File: config.mk
export PLATFORM = sky130hd
export DESIGN_NAME = i2s_rx_channel
export DESIGN_NICKNAME = d
export VERILOG_FILES = /design/src/rtl/i2s_rx_pkg.sv /design/src/rtl/i2s_rx_deser.sv /design/src/rtl/i2s_rx_fifo.sv /design/src/rtl/i2s_rx_channel.sv
export SDC_FILE = /design/constraint.sdc
export NUM_CORES = 1
export LEC_CHECK = 0
export ABC_AREA = 1
export BUFFER_PORTS_ARGS = -buffer_cell sky130_fd_sc_hd__buf_2
export CORE_AREA = 3 3 241 243
export CTS_BUF_LIST = sky130_fd_sc_hd__clkbuf_8 sky130_fd_sc_hd__clkbuf_16
export DETAILED_ROUTE_END_ITERATION = 16
export DIE_AREA = 0 0 244 246
export PLACE_DENSITY = 0.66
export SLEW_MARGIN = 20
export SYNTH_ARGS = -nofsm -noshare
export SYNTH_HDL_FRONTEND = slang
export SYNTH_HIERARCHICAL = 1
export SYNTH_SLANG_ARGS = --single-unit
export TNS_END_PERCENT = 30
File: constraint.sdc
create_clock -name clk -period 13.4 [get_ports clk]
set_input_delay 2.01 -clock clk [delete_from_list [all_inputs] [get_ports clk]]
set_output_delay 2.01 -clock clk [all_outputs]
set_load 0.02 [all_outputs]
File: src/rtl/i2s_rx_pkg.sv
package i2s_rx_pkg;

    localparam int WORD_W = 32;
    localparam int CNT_W  = 6;

    typedef enum logic [1:0] {
        RX_SYNC  = 2'd0,
        RX_SHIFT = 2'd1,
        RX_SKIP  = 2'd2
    } rx_state_t;

    localparam logic [7:0] OFF_CTRL   = 8'h00;
    localparam logic [7:0] OFF_RES    = 8'h04;
    localparam logic [7:0] OFF_THR    = 8'h08;
    localparam logic [7:0] OFF_MASK   = 8'h0C;
    localparam logic [7:0] OFF_OVRCLR = 8'h10;
    localparam logic [7:0] OFF_FLUSH  = 8'h14;
    localparam logic [7:0] OFF_STAT   = 8'h18;
    localparam logic [7:0] OFF_LBUF   = 8'h20;
    localparam logic [7:0] OFF_RBUF   = 8'h24;

    // Number of bits kept per word for a resolution code; zero means no capture.
    function automatic logic [CNT_W-1:0] res_bits(input logic [2:0] code);
        case (code)
            3'd1:    res_bits = 6'd12;
            3'd2:    res_bits = 6'd16;
            3'd3:    res_bits = 6'd20;
            3'd4:    res_bits = 6'd24;
            3'd5:    res_bits = 6'd32;
            default: res_bits = 6'd0;
        endcase
    endfunction

endpackage

File: src/rtl/i2s_rx_deser.sv
module i2s_rx_deser
    import i2s_rx_pkg::*;
(
    input  logic              clk,
    input  logic              rst_n,
    input  logic              run,
    input  logic [2:0]        res_code,
    input  logic              bck,
    input  logic              ws,
    input  logic              sd,
    output logic              pair_vld,
    output logic [WORD_W-1:0] pair_left,
    output logic [WORD_W-1:0] pair_right
);

    rx_state_t         state, nstate;
    logic              bck_q, ws_q, left_ok;
    logic [CNT_W-1:0]  cnt, nbits;
    logic [WORD_W-1:0] shreg, shifted, left_hold;
    logic              rise, ws_chg, active;

    assign nbits   = res_bits(res_code);
    assign active  = run && (nbits != '0);
    assign rise    = bck && !bck_q;
    assign ws_chg  = ws != ws_q;
    assign shifted = (state == RX_SHIFT) ? {shreg[WORD_W-2:0], sd} : shreg;

    always_comb begin
        nstate = state;
        if (!active) begin
            nstate = RX_SYNC;
        end else if (rise) begin
            unique case (state)
                RX_SYNC:  if (ws_q && !ws) nstate = RX_SHIFT;
                RX_SHIFT: begin
                    if (ws_chg)                     nstate = RX_SHIFT;
                    else if (cnt + 6'd1 == nbits)   nstate = RX_SKIP;
                end
                RX_SKIP:  if (ws_chg) nstate = RX_SHIFT;
                default:  nstate = RX_SYNC;
            endcase
        end
    end

    always_ff @(posedge clk or negedge rst_n) begin
        if (!rst_n) state <= RX_SYNC;
        else        state <= nstate;
    end

    always_ff @(posedge clk or negedge rst_n) begin
        if (!rst_n) begin
            bck_q      <= 1'b0;
            ws_q       <= 1'b0;
            cnt        <= '0;
            shreg      <= '0;
            left_hold  <= '0;
            left_ok    <= 1'b0;
            pair_vld   <= 1'b0;
            pair_left  <= '0;
            pair_right <= '0;
        end else begin
            bck_q    <= bck;
            pair_vld <= 1'b0;
            if (rise) ws_q <= ws;
            if (!active || (rise && state == RX_SYNC)) begin
                cnt     <= '0;
                shreg   <= '0;
                left_ok <= 1'b0;
            end else if (rise) begin
                if (ws_chg) begin
                    cnt   <= '0;
                    shreg <= '0;
                    if (!ws_q) begin
                        left_hold <= shifted;
                        left_ok   <= 1'b1;
                    end else begin
                        left_ok <= 1'b0;
                        if (left_ok) begin
                            pair_vld   <= 1'b1;
                            pair_left  <= left_hold;
                            pair_right <= shifted;
                        end
                    end
                end else if (state == RX_SHIFT) begin
                    shreg <= shifted;
                    cnt   <= cnt + 6'd1;
                end
            end
        end
    end

endmodule

File: src/rtl/i2s_rx_fifo.sv
module i2s_rx_fifo #(
    parameter int DEPTH = 8,
    parameter int W     = 64,
    localparam int AW    = $clog2(DEPTH),
    localparam int LVL_W = AW + 1
) (
    input  logic             clk,
    input  logic             rst_n,
    input  logic             push,
    input  logic             pop,
    input  logic             flush,
    input  logic [W-1:0]     wdata,
    output logic [W-1:0]     rdata,
    output logic [LVL_W-1:0] level,
    output logic             full,
    output logic             empty
);

    logic [W-1:0]     mem [DEPTH];
    logic [LVL_W-1:0] wptr, rptr;

    assign level = wptr - rptr;
    assign full  = level == LVL_W'(DEPTH);
    assign empty = level == '0;
    assign rdata = mem[rptr[AW-1:0]];

    always_ff @(posedge clk) begin
        if (push && !full && !flush) mem[wptr[AW-1:0]] <= wdata;
    end

    always_ff @(posedge clk or negedge rst_n) begin
        if (!rst_n) begin
            wptr <= '0;
            rptr <= '0;
        end else if (flush) begin
            wptr <= '0;
            rptr <= '0;
        end else begin
            if (push && !full) wptr <= wptr + 1'b1;
            if (pop && !empty) rptr <= rptr + 1'b1;
        end
    end

endmodule

File: src/rtl/i2s_rx_channel.sv
module i2s_rx_channel
    import i2s_rx_pkg::*;
#(
    parameter int FIFO_DEPTH = 8,
    localparam int THR_W = $clog2(FIFO_DEPTH),
    localparam int LVL_W = THR_W + 1
) (
    input  logic        clk,
    input  logic        rst_n,
    input  logic        reg_wr,
    input  logic        reg_rd,
    input  logic [7:0]  reg_addr,
    input  logic [31:0] reg_wdata,
    output logic [31:0] reg_rdata,
    input  logic        bck,
    input  logic        ws,
    input  logic        sd,
    output logic        irq_dav,
    output logic        irq_ovr
);

    logic [3:0]         ctrl;
    logic [2:0]         res_code;
    logic [THR_W-1:0]   thr;
    logic [1:0]         mask;
    logic               ovr;
    logic               run, pair_vld, flush, ovr_clr, pop, dav_raw;
    logic [WORD_W-1:0]  pair_left, pair_right;
    logic [2*WORD_W-1:0] head;
    logic [LVL_W-1:0]   level;
    logic               full, empty;

    assign run     = &ctrl;
    assign flush   = reg_wr && reg_addr == OFF_FLUSH && reg_wdata[0];
    assign ovr_clr = reg_wr && reg_addr == OFF_OVRCLR;
    assign pop     = reg_rd && reg_addr == OFF_RBUF && !empty;
    assign dav_raw = level > LVL_W'(thr);
    assign irq_dav = dav_raw && !mask[0];
    assign irq_ovr = ovr && !mask[1];

    i2s_rx_deser u_deser (
        .clk       (clk),
        .rst_n     (rst_n),
        .run       (run),
        .res_code  (res_code),
        .bck       (bck),
        .ws        (ws),
        .sd        (sd),
        .pair_vld  (pair_vld),
        .pair_left (pair_left),
        .pair_right(pair_right)
    );

    i2s_rx_fifo #(.DEPTH(FIFO_DEPTH), .W(2*WORD_W)) u_fifo (
        .clk  (clk),
        .rst_n(rst_n),
        .push (pair_vld),
        .pop  (pop),
        .flush(flush),
        .wdata({pair_left, pair_right}),
        .rdata(head),
        .level(level),
        .full (full),
        .empty(empty)
    );

    always_ff @(posedge clk or negedge rst_n) begin
        if (!rst_n) begin
            ctrl     <= '0;
            res_code <= 3'd5;
            thr      <= '0;
            mask     <= 2'b11;
            ovr      <= 1'b0;
        end else begin
            if (reg_wr) begin
                unique case (reg_addr)
                    OFF_CTRL: ctrl     <= reg_wdata[3:0];
                    OFF_RES:  res_code <= reg_wdata[2:0];
                    OFF_THR:  thr      <= reg_wdata[THR_W-1:0];
                    OFF_MASK: mask     <= reg_wdata[1:0];
                    default: ;
                endcase
            end
            if (pair_vld && full) ovr <= 1'b1;
            else if (ovr_clr)     ovr <= 1'b0;
        end
    end

    always_comb begin
        reg_rdata = '0;
        if (reg_rd) begin
            unique case (reg_addr)
                OFF_CTRL:   reg_rdata = 32'(ctrl);
                OFF_RES:    reg_rdata = 32'(res_code);
                OFF_THR:    reg_rdata = 32'(thr);
                OFF_MASK:   reg_rdata = 32'(mask);
                OFF_OVRCLR: reg_rdata = 32'(ovr);
                OFF_STAT:   reg_rdata = (32'(level) << 8) | (32'(ovr) << 1) | 32'(dav_raw);
                OFF_LBUF:   reg_rdata = empty ? '0 : head[2*WORD_W-1:WORD_W];
                OFF_RBUF:   reg_rdata = empty ? '0 : head[WORD_W-1:0];
                default:    reg_rdata = '0;
            endcase
        end
    end

endmodule

Word-level counts from Yosys, hierarchy flattened

Memory sizes are Yosys's and may differ from the RTL's.
Cells that the tools add are included.

Flip-flop bits (word level): 161
Output and inout bits: 34
Bits in latches: 0
Memory bits (writable): 512
ROM bits: 0
Memories kept: 1
Logic and storage cells: 131

Memory list:

| name       | words | bits a word | rd ports | clocked after Yosys merged registers in | wr ports | RTL line          | text |
|---|---|---|---|---|---|---|---|
| u_fifo.mem | 8     | 64          | 1        | 0                                       | 1        | i2s_rx_fifo.sv:19 | `logic [W-1:0] mem [DEPTH];` |

Bitwise gates (word level): 4
Div/mod/pow operators: 0
Reduce and logical (&&, ||, !) cells: 44
Shift operators: 0
Magnitude comparators: 1
Equal/unequal tests: 22
Multiply operators: 0
$add $sub $neg: 4
Mux-type cells: 38

Operator list:

| operator                                                         | number |
|---|---|
| 32-bit 2-to-1 mux                                                | 8 |
| 32-bit one-hot mux with 8 select lines                           | 1 |
| 6-bit one-hot mux with 5 select lines                            | 1 |
| 8-bit by 5-bit == test with 1-bit output (second input constant) | 3 |
| 6-bit 2-to-1 mux                                                 | 4 |
| 8-bit by 4-bit == test with 1-bit output (second input constant) | 2 |
| 8-bit by 6-bit == test with 1-bit output (second input constant) | 2 |
| 4-bit 2-to-1 mux                                                 | 4 |
| 1-bit logical AND                                                | 15 |
| 1-bit 2-to-1 mux                                                 | 13 |
| 2-bit 2-to-1 mux                                                 | 6 |
| 12-bit by 1-bit OR with 12-bit output                            | 1 |
| 12-bit by 2-bit OR with 12-bit output                            | 1 |
| 2-bit AND reduction                                              | 6 |
| 4-bit AND reduction                                              | 3 |
| 2-bit nonzero test                                               | 5 |
| 4-bit by 1-bit adder with 4-bit output (second input constant)   | 2 |
| 8-bit by 3-bit == test with 1-bit output (second input constant) | 1 |
| 1-bit logical NOT                                                | 8 |
| 8-bit logical NOT                                                | 1 |
| 6-bit by 1-bit adder with 6-bit output (second input constant)   | 1 |
| 3-bit by 2-bit == test with 1-bit output (second input constant) | 2 |
| 3-bit == test (second input constant)                            | 2 |
| 6-bit == test                                                    | 1 |
| other kinds (19)                                                 | 20 |

Longest topological paths before layout

Depth after elaboration: 8
Depth in mapped cells: 18
Mapped depth without buffers: 18

Hierarchy

Netlist, hierarchy kept.

By module, submodules not included:

| module         | cells each | seq. area each (um^2) | area each (um^2) | instances |
|---|---|---|---|---|
| i2s_rx_fifo    | 1,543      | 15,574.9              | 20,447.1         | 1 |
| i2s_rx_deser   | 639        | 3,503.4               | 5,884.4          | 1 |
| i2s_rx_channel | 278        | 330.3                 | 1,540.2          | 1 |

Least setup slack after synthesis

Ideal clock, no wire load.

Path type: input to register
Start: input port reg_addr[5]
End: memory u_fifo.mem[0][0] (enable)
Buffers on the path: 0
Stages: 6
Setup slack: 7.685 ns
Arrival time: 5.228 ns
Library setup time: 0.487 ns
Cells stage by stage: inv_1 nand3_1 nor4_1 clkinv_1 nand3_2 nor2_1

Longest elaborated chain between the ends: 7

RTL lines:

| what                                     | RTL line             | text |
|---|---|---|
| start: declaration                       | i2s_rx_channel.sv:12 | `input logic [7:0] reg_addr,` |
| 8-bit by 5-bit == test with 1-bit output | i2s_rx_channel.sv:34 | `assign flush = reg_wr && reg_addr == OFF_FLUSH && reg_wdata[0];` |
| 1-bit logical AND (2 in a row)           | i2s_rx_channel.sv:34 |  |
| net flush                                | i2s_rx_channel.sv:27 | `logic run, pair_vld, flush, ovr_clr, pop, dav_raw;` |
| 1-bit logical NOT                        | i2s_rx_fifo.sv:28    | `if (push && !full && !flush) mem[wptr[AW-1:0]] <= wdata;` |
| 1-bit logical AND                        | i2s_rx_fifo.sv:28    |  |
| 1-bit 2-to-1 mux                         | i2s_rx_fifo.sv:28    |  |
| 1-bit 2-to-1 mux (implied by the code)   | i2s_rx_fifo.sv:28    |  |
| end: declaration                         | i2s_rx_fifo.sv:19    |  |

The timed path passes the listed nets, and every way through them passes these cells.

Final worst setup path

Start: register u_fifo.rptr[0]
End: output port reg_rdata[0]

RTL lines:

| what                                   | RTL line              | text |
|---|---|---|
| start: declaration                     | i2s_rx_fifo.sv:20     | `logic [LVL_W-1:0] wptr, rptr;` |
| start signal: assignment               | i2s_rx_fifo.sv:40     | `if (pop && !empty) rptr <= rptr + 1'b1;` |
| memory 8 x 64 bit                      | n/a                   |  |
| net head[0]                            | i2s_rx_channel.sv:29  | `logic [2*WORD_W-1:0] head;` |
| 32-bit 2-to-1 mux                      | i2s_rx_channel.sv:100 | `OFF_RBUF: reg_rdata = empty ? '0 : head[WORD_W-1:0];` |
| 32-bit one-hot mux with 8 select lines | i2s_rx_channel.sv:92  | `unique case (reg_addr)` |
| 32-bit 2-to-1 mux                      | i2s_rx_channel.sv:91  | `if (reg_rd) begin` |
| end: declaration                       | i2s_rx_channel.sv:14  | `output logic [31:0] reg_rdata,` |

The timed path passes the listed nets, and every way through them passes these cells.

==> run summary <==
Drt wl/cell: 20.41 um
Period utilisation layout: 50.68%
Multi-input combinational cell area: 7231 um2
Max Fclk: 147.2 MHz
Clock slew at reported path FFs: 60 ps
Worst path slowest cell: buf_4
WP data arrival: 4780 ps
Synth Flop Type: edfxtp_1
Core Rows: 87
Layout cell share with drive strength beyond 1: 10.05%
TNS Setup: 0 ps
Skew-Pair Late Insertion Delay: 600 ps
Critical path fanouts, max: 96
Critical Path RT: 11,390 ps
Synth Area in XOR/XNOR: 0.1571%
Yosys warnings: 6
Crit path time final: 6792 ps
Post-synthesis mux area share: 0%
Crit path max-delay family: buffers and inverters
Net count, final: 2,528
Root Driver: clkbuf_16
Pwr per Cell Area: 136.1 nW/um2
Gr usage total: 22.30%
Port Buffers: 52
Synth unique cells: 41
CTS tree: yes
Synth Area in Simple Gates: 14.15%
Global-route wire length before repair: 103,200 um
Crit-path cells: buf_4 -> inv_6 -> buf_4 -> o21ai_0 -> o22ai_1 -> nand2_1 -> nand2_1 -> nand2_1 -> nand3b_1 -> nand2_1 -> inv_1 -> nand3_1 -> nor2_1 -> nor2_1 -> buf_2
Syn_area_per_cell: 11.33 um2
CTS Hold Buffers Added: 0
Die area: 60,020 um2
Initial Util: 49.62%
Fin area: 30,820 um2
Htree depth: 3
Least-Margin Pin Slew: 1150 ps
Area Overhead vs Synth: 10.57%
Initial antenna violation count: 0
Largest family of logic cells by synthesized area: simple AND/OR/NAND/NOR gates
Leakage: 12.08 nW
Cell depth of the worst setup path: 15
Post-DP Area: 28,480 um2
Post-DP HPWL: 34,520 um
Synthesized netlist net count: 2,518
Vias in the first global route: 18,045
Setup crit end kind: output pin
Slew headroom: 23.17%
Synth Instances: 2,460
Final slew viol count: 0
DR pass1 iterations: 7
CP max stage delay: 930 ps
Cts repair resizes: 0
DRC Markers: 0
Internal: 3.386 mW
Unrepaired setup endpoints after global routing: false
Number of fill cells: 4,652
Clock Power Share: 46.2%
FF+latch count, synth: 673
Antenna viol nets, final: 0
GPL Wtd Cong: 0.8463
Fraction of registers with async set/reset: 23.92%
Pin count of the biggest net entering global routing: 97
WL final: 67,000 um
Post-layout util: 54.86%
Clock Path Buffers: 3
Synth Area in Compound Gates: 10.85%
I/O pin cnt: 81
Post-Synth Adder-Cell Area: 0.5207%
Register area: 19,420 um2
Vias per cell: 5.644
Critical path startpoint category: register
Most frequent CP cell: nand2_1
Outcome: finished clean
R2r worst-path depth: 10
Setup Viol. Count Final: 0
Sw Ratio: 19.26%
Setup CP Type: reg -> out
Switching power: 807.8 uW
Layout Skew: 21.99 ps
Type of the worst min-delay path: reg -> reg
EDFF count, synth: 512
Max Cap Viol: 0
Die X-Extent: 244 um
Num Clock Sinks: 673
Hold Path Stages: 2
Core region area: 56,170 um2
Synthesized area: 27,870 um2
WP buf/inv: 5
Die H: 246 um
Ant diodes: 0
FF-to-FF setup slack: 8620 ps
Post-synthesis sequential area ratio: 69.64%
Max IR drop VDD: 90.62 uV
Postcts setup bufs: 0
Comb power frac: 0.7%
Grt ovf: 0
Share of power burned in registers: 53.1%
Final hold vios: 0
Iteration-0 DRC Markers: 1,615
CTS buffer count: 69
Total vias in the final route: 18,528
## sequential cells by signal, indices dropped and copies added, names as in the netlist, 4 cells and up
| register | count |
|---|---|
| u_deser/left_hold | 32 |
| u_deser/shreg | 32 |
| ctrl | 4 |
| u_fifo/mem | 512 |
| u_deser/pair_left | 32 |
| u_deser/pair_right | 32 |
| u_fifo/wptr | 4 |
| u_fifo/rptr | 4 |
| u_deser/cnt | 6 |
## cells by family (layout without fill, tap and decap cells)
logic type | after synthesis | after routing
and+or+nand+nor | 978 | 978
DFF | 673 | 673
AOI/OAI and AO/OA | 545 | 545
buffers and inverters | 248 | 315
adders and majority gates | 11 | 11
xor gates and xnor gates | 5 | 5
## power by group through the flow
stage	clock network, mW	logic, mW	registers, mW
final	1.94	0.0313	2.23
after global routing	2.05	0.0361	2.23
after CTS	1.97	0.0322	2.23
after detailed placement	0	0.0321	2.27
after global placement	0	0.0314	2.27
after floorplan	0	0.0134	2.27
## routing by layer
layer | GRT usage (%) | vias to the layer above | part of all wire [%]
li1 | - | 8647 | -
met1 | 29.70 | 9138 | 42
met2 | 37.66 | 615 | 49
met3 | 3.145 | 128 | 6.5
met4 | 8.071 | 0 | 2.7
met5 | 0 | - | 0
## cell usage after synthesis, types with 3 or more instances
master      n  area [um2]
o21ai_2    19       166.4
o21ai_1   118       590.6
inv_2       7       26.28
nor2_2      5       31.28
nand3_2     6       60.06
nand2_1   545        2046
dfrtp_1   157        3929
nor2_1    315        1182
clkbuf_2    7       35.03
nand2_2     3       18.77
a21oi_1     6       30.03
nor2_4      5       56.30
o22ai_1   162        1013
nand3_1    77       385.4
clkbuf_1   55       206.5
ha_1       10       125.1
xor2_1      4       35.03
edfxtp_1  512       15370
nor3_1      3       15.01
buf_2      22       110.1
inv_1      97       364.1
nand4_1    12       75.07
buf_4      22       165.2
o21ai_0   235        1176
dfstp_2     4       105.1
buf_6      34       382.9
## metrics by stage
step / worst slack (ps) / std cells / power, mW / hold slack (ps)
CTS: 6621 / 3283 / 4.228 / 468.0
global placement: 7310 / 3155 / 2.300 / 450.7
floorplan: 7685 / 2460 / 2.281 / 442.2
detailed placement: 7260 / 3155 / 2.301 / 455.4
finish: 6608 / 3283 / 4.193 / 463.9
global route: 6302 / 3283 / 4.308 / 487.7
## path summary, 6_finish.rpt
path                                             startpoint                                 to
min reg2reg                u_deser/left_hold[4]$_DFFE_PN0P_   u_deser/pair_left[4]$_DFFE_PN0P_
min in group asynchronous                             rst_n         u_deser/cnt[5]$_DFFE_PN0P_
min                        u_deser/left_hold[4]$_DFFE_PN0P_   u_deser/pair_left[4]$_DFFE_PN0P_
max reg2reg                      u_fifo/rptr[1]$_DFFE_PN0P_        u_fifo/mem[2][46]$_DFFE_PP_
max                              u_fifo/rptr[0]$_DFFE_PN0P_                       reg_rdata[0]
max in group asynchronous                             rst_n  u_deser/pair_left[13]$_DFFE_PN0P_
## cells in the final DEF, fill, tap and decap left out, types with 5 or more instances in the layout
cell         n
nand2_1    544
edfxtp_1   512
nor2_1     306
o21ai_0    235
o22ai_1    162
dfrtp_1    154
o21ai_1    118
inv_1      115
nand3_1     77
clkbuf_16   72
buf_2       51
buf_4       28
o21ai_2     19
nor2_4      14
nand4_1     12
clkbuf_8    11
ha_1        10
inv_2        8
clkinv_2     8
inv_6        7
nand3_2      6
a21oi_1      6
bufinv_16    6
nor2_2       5
## final cells by class
cell class | instances | share of cell area [%]
flip-flops and latches | 673 | 63.01
clock buffers | 83 | 6.338
repair buffers | 81 | 1.583
multi-input cells | 1539 | 23.46
well taps | 756 | 3.069
clock inverters | 45 | 1.226
inverters | 106 | 1.311
## tightest hold or removal path, stage by stage (launching register included)
cell,delay (ps)
dfrtp_1,340
nand2_1,50
nand2_1,40
(Power assumes the default switching activity.)
